$ cat src/rtl/xbus_pkg.sv
package xbus_pkg;

  typedef enum logic [2:0] {
    ST_IDLE,
    ST_ADDR,
    ST_HOLD,
    ST_DATA,
    ST_DONE
  } xbus_state_e;

endpackage

$ cat src/rtl/xbus_rst_sync.sv
module xbus_rst_sync (
  input  logic clk,
  input  logic rst_n,
  output logic rst_sync_n
);

  logic [1:0] sync_q;

  always_ff @(posedge clk or negedge rst_n) begin
    if (!rst_n) sync_q <= 2'b00;
    else        sync_q <= {sync_q[0], 1'b1};
  end

  assign rst_sync_n = sync_q[1];

endmodule

$ cat src/rtl/xbus_region_dec.sv
module xbus_region_dec #(
  parameter int REGIONS  = 4,
  parameter int ADDR_W   = 32,
  parameter int WIN_BITS = 17
) (
  input  logic [ADDR_W-1:0]  addr,
  input  logic               glob_en,
  input  logic [REGIONS-1:0] region_en,
  output logic [REGIONS-1:0] sel,
  output logic               hit
);

  localparam int TAG_W = 4;
  localparam int MID_HI = ADDR_W - TAG_W - 1;

  logic [TAG_W-1:0] tag;
  logic             mid_zero;

  assign tag      = addr[ADDR_W-1 -: TAG_W];
  assign mid_zero = (addr[MID_HI:WIN_BITS] == '0);

  for (genvar r = 0; r < REGIONS; r++) begin : g_win
    logic in_win;
    assign in_win = (tag == TAG_W'(r + 1)) && mid_zero;
    assign sel[r] = in_win && region_en[r] && glob_en;
  end

  assign hit = |sel;

endmodule

$ cat src/rtl/xbus_seq.sv
module xbus_seq import xbus_pkg::*; #(
  parameter int WAIT_CYCLES = 3
) (
  input  logic        clk,
  input  logic        rst_n,
  input  logic        start,
  input  logic        hit,
  output xbus_state_e state,
  output logic        last_data
);

  localparam int CNT_W = (WAIT_CYCLES > 1) ? $clog2(WAIT_CYCLES) : 1;

  xbus_state_e state_q, state_d;
  logic [CNT_W-1:0] cnt_q, cnt_d;
  logic cnt_en;

  always_comb begin
    state_d = state_q;
    cnt_d   = cnt_q;
    cnt_en  = 1'b0;
    case (state_q)
      ST_IDLE: begin
        if (start) state_d = hit ? ST_ADDR : ST_DONE;
      end
      ST_ADDR: state_d = ST_HOLD;
      ST_HOLD: begin
        state_d = ST_DATA;
        cnt_d   = CNT_W'(WAIT_CYCLES - 1);
        cnt_en  = 1'b1;
      end
      ST_DATA: begin
        if (cnt_q == '0) begin
          state_d = ST_DONE;
        end else begin
          cnt_d  = cnt_q - 1'b1;
          cnt_en = 1'b1;
        end
      end
      ST_DONE: state_d = ST_IDLE;
      default: state_d = ST_IDLE;
    endcase
  end

  always_ff @(posedge clk or negedge rst_n) begin
    if (!rst_n) state_q <= ST_IDLE;
    else        state_q <= state_d;
  end

  always_ff @(posedge clk or negedge rst_n) begin
    if (!rst_n)      cnt_q <= '0;
    else if (cnt_en) cnt_q <= cnt_d;
  end

  assign state     = state_q;
  assign last_data = (state_q == ST_DATA) && (cnt_q == '0);

endmodule

$ cat src/rtl/xbus_pins.sv
module xbus_pins import xbus_pkg::*; #(
  parameter int REGIONS = 4,
  parameter int AD_W    = 16
) (
  input  xbus_state_e        state,
  input  logic [AD_W:0]      lat_addr,
  input  logic [AD_W-1:0]    lat_wdata,
  input  logic               lat_write,
  input  logic [1:0]         lat_be,
  input  logic               lat_byte,
  input  logic [REGIONS-1:0] lat_sel,
  output logic [AD_W-1:0]    ad_out,
  output logic               ad_oe,
  output logic               a16,
  output logic [REGIONS-1:0] ms_n,
  output logic               ae,
  output logic               rs_n,
  output logic               ws_n,
  output logic               bhe_n,
  output logic               ble_n
);

  localparam int HALF = AD_W / 2;

  logic in_addr, in_data, in_bus;
  logic [AD_W-1:0] addr_field, wr_lane;

  assign in_addr = (state == ST_ADDR) || (state == ST_HOLD);
  assign in_data = (state == ST_DATA);
  assign in_bus  = in_addr || in_data;

  assign addr_field = lat_byte ? lat_addr[AD_W-1:0] : lat_addr[AD_W:1];
  assign wr_lane    = lat_byte ? {{(AD_W-HALF){1'b0}}, lat_wdata[HALF-1:0]} : lat_wdata;

  always_comb begin
    if (in_addr)                    ad_out = addr_field;
    else if (in_data && lat_write)  ad_out = wr_lane;
    else                            ad_out = '0;
  end

  assign ad_oe = in_addr || (in_data && lat_write);
  assign ae    = (state == ST_ADDR);
  assign a16   = in_bus && lat_byte && lat_addr[AD_W];
  assign ms_n  = in_bus ? ~lat_sel : '1;
  assign rs_n  = ~(in_data && !lat_write);
  assign ws_n  = ~(in_data && lat_write);

  always_comb begin
    bhe_n = 1'b1;
    ble_n = 1'b1;
    if (in_data) begin
      if (lat_byte) begin
        ble_n = 1'b0;
      end else if (lat_write) begin
        ble_n = ~lat_be[0];
        bhe_n = ~lat_be[1];
      end else begin
        ble_n = 1'b0;
        bhe_n = 1'b0;
      end
    end
  end

endmodule

$ cat src/rtl/xbus_ctrl.sv
module xbus_ctrl import xbus_pkg::*; #(
  parameter int REGIONS     = 4,
  parameter int AD_W        = 16,
  parameter int ADDR_W      = 32,
  parameter int WAIT_CYCLES = 3
) (
  input  logic               clk,
  input  logic               rst_n,
  input  logic               cfg_enable,
  input  logic [REGIONS-1:0] cfg_region_en,
  input  logic [REGIONS-1:0] cfg_region_byte,
  input  logic               req_valid,
  input  logic               req_write,
  input  logic [ADDR_W-1:0]  req_addr,
  input  logic [AD_W-1:0]    req_wdata,
  input  logic [1:0]         req_be,
  output logic               rsp_ready,
  output logic               rsp_err,
  output logic [AD_W-1:0]    rsp_rdata,
  output logic [AD_W-1:0]    ad_out,
  output logic               ad_oe,
  input  logic [AD_W-1:0]    ad_in,
  output logic               a16,
  output logic [REGIONS-1:0] ms_n,
  output logic               ae,
  output logic               rs_n,
  output logic               ws_n,
  output logic               bhe_n,
  output logic               ble_n
);

  localparam int WIN_BITS = AD_W + 1;
  localparam int HALF     = AD_W / 2;

  logic               rst_i_n;
  xbus_state_e        state;
  logic               last_data;
  logic               accept;
  logic               hit;
  logic [REGIONS-1:0] sel;

  logic [AD_W:0]      lat_addr;
  logic [AD_W-1:0]    lat_wdata;
  logic               lat_write;
  logic [1:0]         lat_be;
  logic               lat_byte;
  logic [REGIONS-1:0] lat_sel;
  logic               err_q;
  logic [AD_W-1:0]    rdata_q, rdata_d;

  xbus_rst_sync u_rst (
    .clk        (clk),
    .rst_n      (rst_n),
    .rst_sync_n (rst_i_n)
  );

  xbus_region_dec #(
    .REGIONS  (REGIONS),
    .ADDR_W   (ADDR_W),
    .WIN_BITS (WIN_BITS)
  ) u_dec (
    .addr      (req_addr),
    .glob_en   (cfg_enable),
    .region_en (cfg_region_en),
    .sel       (sel),
    .hit       (hit)
  );

  assign accept = (state == ST_IDLE) && req_valid;

  xbus_seq #(
    .WAIT_CYCLES (WAIT_CYCLES)
  ) u_seq (
    .clk       (clk),
    .rst_n     (rst_i_n),
    .start     (req_valid),
    .hit       (hit),
    .state     (state),
    .last_data (last_data)
  );

  // Request fields captured once, at acceptance.
  always_ff @(posedge clk or negedge rst_i_n) begin
    if (!rst_i_n) begin
      lat_addr  <= '0;
      lat_wdata <= '0;
      lat_write <= 1'b0;
      lat_be    <= '0;
      lat_byte  <= 1'b0;
      lat_sel   <= '0;
      err_q     <= 1'b0;
    end else if (accept) begin
      lat_addr  <= req_addr[AD_W:0];
      lat_wdata <= req_wdata;
      lat_write <= req_write;
      lat_be    <= req_be;
      lat_byte  <= |(sel & cfg_region_byte);
      lat_sel   <= sel;
      err_q     <= !hit;
    end
  end

  assign rdata_d = lat_byte ? {{(AD_W-HALF){1'b0}}, ad_in[HALF-1:0]} : ad_in;

  always_ff @(posedge clk or negedge rst_i_n) begin
    if (!rst_i_n)       rdata_q <= '0;
    else if (last_data) rdata_q <= rdata_d;
  end

  xbus_pins #(
    .REGIONS (REGIONS),
    .AD_W    (AD_W)
  ) u_pins (
    .state     (state),
    .lat_addr  (lat_addr),
    .lat_wdata (lat_wdata),
    .lat_write (lat_write),
    .lat_be    (lat_be),
    .lat_byte  (lat_byte),
    .lat_sel   (lat_sel),
    .ad_out    (ad_out),
    .ad_oe     (ad_oe),
    .a16       (a16),
    .ms_n      (ms_n),
    .ae        (ae),
    .rs_n      (rs_n),
    .ws_n      (ws_n),
    .bhe_n     (bhe_n),
    .ble_n     (ble_n)
  );

  assign rsp_ready = (state == ST_DONE);
  assign rsp_err   = (state == ST_DONE) && err_q;
  assign rsp_rdata = rdata_q;

endmodule

$ cat config.mk
export PLATFORM = sky130hd
export DESIGN_NAME = xbus_ctrl
export DESIGN_NICKNAME = d
export VERILOG_FILES = /design/src/rtl/xbus_pkg.sv /design/src/rtl/xbus_rst_sync.sv /design/src/rtl/xbus_region_dec.sv /design/src/rtl/xbus_seq.sv /design/src/rtl/xbus_pins.sv /design/src/rtl/xbus_ctrl.sv
export SDC_FILE = /design/constraint.sdc
export NUM_CORES = 1
export LEC_CHECK = 0
export BUFFER_PORTS_ARGS = -buffer_cell sky130_fd_sc_hd__clkbuf_2
export CORE_UTILIZATION = 49
export DETAILED_ROUTE_END_ITERATION = 8
export PLACE_DENSITY_LB_ADDON = 0.25
export SYNTH_ARGS = -nofsm -noshare
export SYNTH_HDL_FRONTEND = slang
export SYNTH_HIERARCHICAL = 1
export SYNTH_SLANG_ARGS = --single-unit
$ cat constraint.sdc
create_clock -name clk -period 2.5 [get_ports clk]
set_clock_uncertainty 0.15 [all_clocks]
set_input_delay 0.25 -clock clk [delete_from_list [all_inputs] [get_ports clk]]
set_output_delay 0.25 -clock clk [all_outputs]
set_load 0.01 [all_outputs]
==> results.py, run 1 <==
metrics = {
    "flow_run": {
        "maxCapViolCount": 0,
    },
    "sta": {
        "fmax_mhz": 428,
        "grt_setup_unrepaired": "no",
        "final_max_slew_viol_count": 0,
        "finalHoldViolations": 0,
        "layout_min_cycle_time_ns": 2.33,
        "finalSetupViolations": 0,
        "post-route-period-util": 0.934,
        "setup_tns_ns": 0,
        "whs_ns": 0.0101,
    },
    "status": {
        "status": "completed",
    },
    "synth": {
        "synthCells": 249,
        "yosysWarnings": 6,
        "synth_top_area_frac": 0.518,
        "yosysSeqAreaShare": 0.518,
        "synth_nets": 329,
        "synth_largest_area_cell": "dfrtp_1",
        "netlist_area_um2": 3140,
        "ys_ff_latch": 65,
        "yosys-top-cells-area": "dfrtp_1 52%, mux2_2 16%, mux2i_1 5.4%, o2bb2ai_1 4.2%, nand3b_1 2.2%",
        "synthArstFlopShare": 1.00,
        "synth-main-ff-cell": "dfrtp_1",
        "synth-edff-count": 0,
        "synth.avg_cell_area_um2": 12.6,
        "yosysUniqueCellTypes": 42,
    },
    "power": {
        "swShare": 0.247,
        "p_int_w": 0.00194,
        "ir_worst_vdd_uv": 466,
        "leakagePower_nw": 2.16,
        "powerDensity_nw_per_um2": 576,
        "combPwrFrac": 0.155,
        "power.net_switching_w": 0.000636,
        "sequentialPowerShare": 0.479,
        "clkPwrFrac": 0.366,
    },
    "clock_network": {
        "clkLatencyLatePin_ns": 0.33,
        "tritoncts.num_buffers": 9,
        "path_clk_slew_ns": 0.07,
        "cts.repair.resized": 0,
        "clockBufferDepth": 2,
        "cts_hold_buf": 45,
        "cts_tree": "done",
        "cts_setup_buffers": 0,
        "root_buffer": "clkbuf_8",
        "clock_sinks": 65,
        "h-tree-depth": 3,
    },
    "final_layout": {
        "diodes": 0,
        "layout_common_cells": "123 x clkbuf_2, 64 x dfrtp_1, 45 x mux2_2, 45 x dlygate4sd3_1, 17 x mux2i_1",
        "layout_commonest_cell": "clkbuf_2",
        "area_delta_synth_final_pct": 42.4,
        "drive_gt1_frac": 0.466,
        "nets": 502,
    },
    "worst_hold_path": {
        "holdCritPathClass": "input pin to register",
        "min_from": "req_addr[2]",
        "hold_depth": 2,
    },
    "setup_path": {
        "reg2regPathDepth": 3,
        "cp.required_ns": 2.10,
        "worstSetupPathType": "register to output port",
        "crit_fanout": 15,
        "r2r-start": "u_seq/state[1]",
        "end_kind": "output port",
        "critPathArrivalTime_ns": 1.93,
        "startpoint": "u_seq/state[0]",
        "start_kind": "register",
    },
    "drt": {
        "drc_errors": 0,
        "num_vias": 2570,
        "drt_iter0_markers": 106,
        "firstDrtPassIters": 4,
        "antenna_left": 0,
        "routedWlPerCell_um": 14.6,
        "via_per_inst": 5.12,
        "totalWireLength_mm": 7.35,
    },
    "global_route": {
        "grt_pass1_vias": 2567,
        "use_met3": 0.0467,
        "grt_use_total": 0.231,
        "grt_pass1_wl_mm": 11.5,
        "use_met1": 0.273,
        "antenna_found_initial": 0,
        "overflow": 0,
        "grt_busiest_layer": "met2",
        "grt_max_degree": 43,
        "grt_use_met2": 0.407,
    },
    "placed_design": {
        "port_buffers": 123,
        "gp_congestion": 0.761,
        "detailed_place_hpwl_mm": 4.79,
    },
    "die": {
        "dieWidth_um": 82.0,
        "fp-row-count": 28,
        "initial_core_util": 0.518,
        "die_h_um": 82.0,
        "io_pins": 124,
        "core_um2": 6060,
        "die_area_um2": 6730,
    },
}
## synthesized netlist by cell type (2+ instances only)
cell / n
nor2_2: 2
nor2_1: 11
buf_4: 2
o21ai_0: 9
a22oi_1: 2
mux2i_1: 17
nand2b_1: 4
a31oi_1: 4
nor4_2: 2
o2bb2ai_1: 15
buf_6: 5
clkbuf_1: 2
mux2_1: 3
nor3_1: 2
dfrtp_1: 65
mux2_2: 45
buf_2: 2
a21oi_1: 2
nor3b_1: 3
inv_1: 14
nand3b_1: 9
nand2_1: 9
## worst max-delay path, stage by stage, from the launching register on
cell,delay (ns)
dfrtp_1,0.65
nand3b_1,0.19
nor2_2,0.41
inv_1,0.12
nand2_1,0.09
clkbuf_2,0.14
## worst paths after layout
path                                        end  slack, ns
worst max-delay path                      ad_oe       0.17
max in group asynchronous          rsp_rdata[1]       1.52
worst min-delay path                lat_addr[2]       0.01
worst max register to register    lat_wdata[13]       0.51
worst min register to register      lat_addr[0]       0.09
min in group asynchronous       u_rst/sync_q[1]       0.08
## cell families after synthesis
kind of cell,count (synthesis),synth area share
multiplexers,65,0.226
flip-flops,65,0.518
AND/OR/NAND/NOR,52,0.108
AO/OA/AOI/OAI,38,0.0897
buffers and inverters,26,0.0498
adder cells (fa/ha/maj),1,0.00399
other,1,0.00120
XOR/XNOR,1,0.00279
## power by group through the flow
stage	clock (W)	combinational, W	sequential, W
floorplan	0	0.000233	0.00124
global placement	0	0.000327	0.00125
detailed placement	0	0.000339	0.00125
CTS	0.000966	0.000398	0.00123
global route	0.00100	0.000436	0.00125
finish	0.000942	0.000397	0.00123
## per-stage QoR
stage / util / std cells / total power, W / setup WS, ns / area [um^2]
detailed placement: 0.627 / 441 / 0.00159 / 0.520 / 3800
global placement: 0.627 / 441 / 0.00157 / 0.581 / 3800
global route: 0.737 / 502 / 0.00269 / 0.0274 / 4470
finish: 0.737 / 502 / 0.00257 / 0.165 / 4470
floorplan: - / 249 / 0.00147 / 0.406 / 3140
CTS: 0.737 / 502 / 0.00260 / 0.169 / 4470
## per-layer routing
layer | up-vias | routed length, um
met4 | 0 | 110
met2 | 81 | 3780
met3 | 10 | 330
met1 | 1232 | 3130
li1 | 1247 | -
met5 | - | 0
## area by class of cell
type	count	area, um^2
fillers	453	1590
multi-input cells	158	1360
well taps	75	93.8
clock inverters	4	50.0
clock buffers	12	165
flip-flops and latches	65	1630
inverters	14	52.6
repair buffers	174	1120
## sequential cells by signal, indices dropped and copies added (netlist names)
register      count
lat_byte          1
u_rst/sync_q      2
u_seq/state       3
lat_write         1
lat_wdata        16
lat_addr         17
lat_be            2
u_seq/cnt_q       2
rsp_rdata        16
err_q             1
lat_sel           4
No activity file was read; power rests on OpenSTA's default activity.
==> run 2: changes to the inputs <==
==> constraint.sdc (replaced) <==
create_clock -name clk -period 2.2 [get_ports clk]
set_clock_uncertainty 0.15 [all_clocks]
set_input_delay 0.22 -clock clk [delete_from_list [all_inputs] [get_ports clk]]
set_output_delay 0.22 -clock clk [all_outputs]
set_load 0.01 [all_outputs]
==> results.py, run 2 (synthesized netlist as in run 1, its figures left out) <==
metrics = {
    "die": {
        "fp-row-count": 28,
        "initial_core_util": 0.518,
        "dieWidth_um": 82.0,
        "die_h_um": 82.0,
        "die_area_um2": 6730,
        "io_pins": 124,
        "core_um2": 6060,
    },
    "global_route": {
        "antenna_found_initial": 0,
        "grt_pass1_wl_mm": 12.3,
        "grt_use_total": 0.250,
        "grt_pass1_vias": 2646,
        "grt_max_degree": 45,
        "overflow": 0,
    },
    "final_layout": {
        "nets": 517,
        "largest_register_ffs": 17,
        "diodes": 0,
        "final_util": 0.762,
        "n_fill_cell": 398,
        "area_delta_synth_final_pct": 47.1,
        "largest-register": "lat_addr",
        "final_area_um2": 4620,
        "layout_commonest_cell": "clkbuf_2",
        "layout_common_cells": "123 x clkbuf_2, 61 x dfrtp_1, 53 x dlygate4sd3_1, 45 x mux2_2, 17 x mux2i_1",
        "fin_cells": 516,
        "register_area_um2": 1630,
        "multiInputGateArea_um2": 1370,
        "drive_gt1_frac": 0.472,
    },
    "setup_path": {
        "reg2reg_slack_ns": 0.31,
        "critPathSlowestCell": "dfrtp_2",
        "cp_slowest_stage_delay_ns": 0.48,
        "critical_path_buf_inv_count": 1,
        "start_kind": "register",
        "end_kind": "output port",
        "cp_top_family": "simple AND/OR/NAND/NOR gates",
        "critPathArrivalTime_ns": 1.80,
        "crit_fanout": 11,
        "worstPathCellList": "nand3b_1 -> nor2_2 -> o2bb2ai_1 -> clkbuf_2",
        "worstSetupPathType": "register to output port",
        "cp.required_ns": 1.83,
    },
    "sta": {
        "finalSetupViolations": 0,
        "post-route-period-util": 0.986,
        "final_max_slew_viol_count": 0,
        "worst_slack_ns": 0.0319,
        "setup_tns_ns": 0,
        "fmax_mhz": 461,
        "layout_min_cycle_time_ns": 2.17,
        "finalHoldViolations": 0,
        "grt_setup_unrepaired": "no",
    },
    "placed_design": {
        "pre_cts_ws_ns": 0.292,
        "dpl.cell_count": 441,
        "place_area_um2": 3810,
        "gp_congestion": 0.752,
        "port_buffers": 123,
        "detailed_place_hpwl_mm": 4.80,
    },
    "drt": {
        "routedWlPerCell_um": 15.2,
        "via_per_inst": 5.12,
        "highest_layer": "met4",
        "drc_errors": 0,
        "num_vias": 2643,
        "antenna_left": 0,
        "drt_iter0_markers": 126,
        "firstDrtPassIters": 4,
        "met3_length_um": 329,
        "totalWireLength_mm": 7.85,
        "wl_met2_mm": 4.13,
        "drt-met1-wl_mm": 3.24,
    },
    "power": {
        "powerDensity_nw_per_um2": 632,
        "leakagePower_nw": 2.23,
        "ir_worst_vdd_uv": 503,
    },
    "clock_network": {
        "path_clk_slew_ns": 0.07,
        "clkLatencyLatePin_ns": 0.33,
        "cts_tree": "done",
        "clockBufferDepth": 2,
        "h-tree-depth": 3,
        "clock_sinks": 65,
        "root_buffer": "clkbuf_8",
        "tritoncts.num_buffers": 9,
    },
    "flow_run": {
        "maxCapViolCount": 0,
    },
    "status": {
        "status": "completed",
    },
    "worst_hold_path": {
        "holdCritPathClass": "input pin to asynchronous set/reset pin",
    },
}
[run 2: timing repair]
action	CTS	global route
setup buffers	0	6
pin swaps	0	2
setup endpoints to repair	18	13
endpoints found under the hold margin	54	0
resized for setup	2	4
cloned	0	1
hold buffers	53	0
[run 2: per-layer routing]
layer | GRT usage | vias up
li1 | - | 1279
met1 | 0.290 | 1273
met2 | 0.449 | 76
met3 | 0.0467 | 15
met4 | 0.107 | 0
met5 | 0 | -
[run 2: stage by stage]
stage          power, W  hold WS (ns)
6_report        0.00292        0.0598
2_1_floorplan   0.00167        -0.226
3_3_place_gp    0.00180        -0.144
4_1_cts         0.00294        0.0317
5_1_grt         0.00305        0.0636
3_5_place_dp    0.00182        -0.140
[run 2: final cells by class]
class                      instances  share of cell area
inverter                          14              0.0114
clock buffer                      13              0.0366
timing repair buffer             188               0.273
sequential                        65               0.353
clock inverter                     2             0.00813
multi-input combinational        159               0.297
tap                               75              0.0203
[run 2: worst reg2reg max path, delay by kind of cell, from the launching register on]
kind	cells	cell delay (ns)
flip-flops	1	0.49
multiplexers	1	0.37
buffers and inverters	2	0.43
AND/OR/NAND/NOR	1	0.33
[run 2: path summary, 6_finish.rpt]
| path | from | to | depth (start not counted) |
|---|---|---|---|
| min in group clk | cfg_region_byte[3] | lat_byte | 3 |
| max | u_seq/state[2] | ad_out[1] | 4 |
| min | rst_n | u_rst/sync_q[0] | 2 |
| min reg2reg | u_rst/sync_q[1] | lat_addr[11] | 0 |
| max reg2reg | u_seq/state[0] | lat_addr[0] | 4 |
| max in group asynchronous | u_rst/sync_q[1] | u_seq/state[2] | 1 |
[run 2: power breakdown]
| group | leakage [nW] | switching, W | internal, W | total [W] |
|---|---|---|---|---|
| Combinational | 1.36 | 0.000185 | 0.000289 | 0.000474 |
| Clock | 0.102 | 0.000425 | 0.000611 | 0.00104 |
| Sequential | 0.764 | 0.0000944 | 0.00131 | 0.00141 |
| Total | 2.23 | 0.000705 | 0.00221 | 0.00292 |
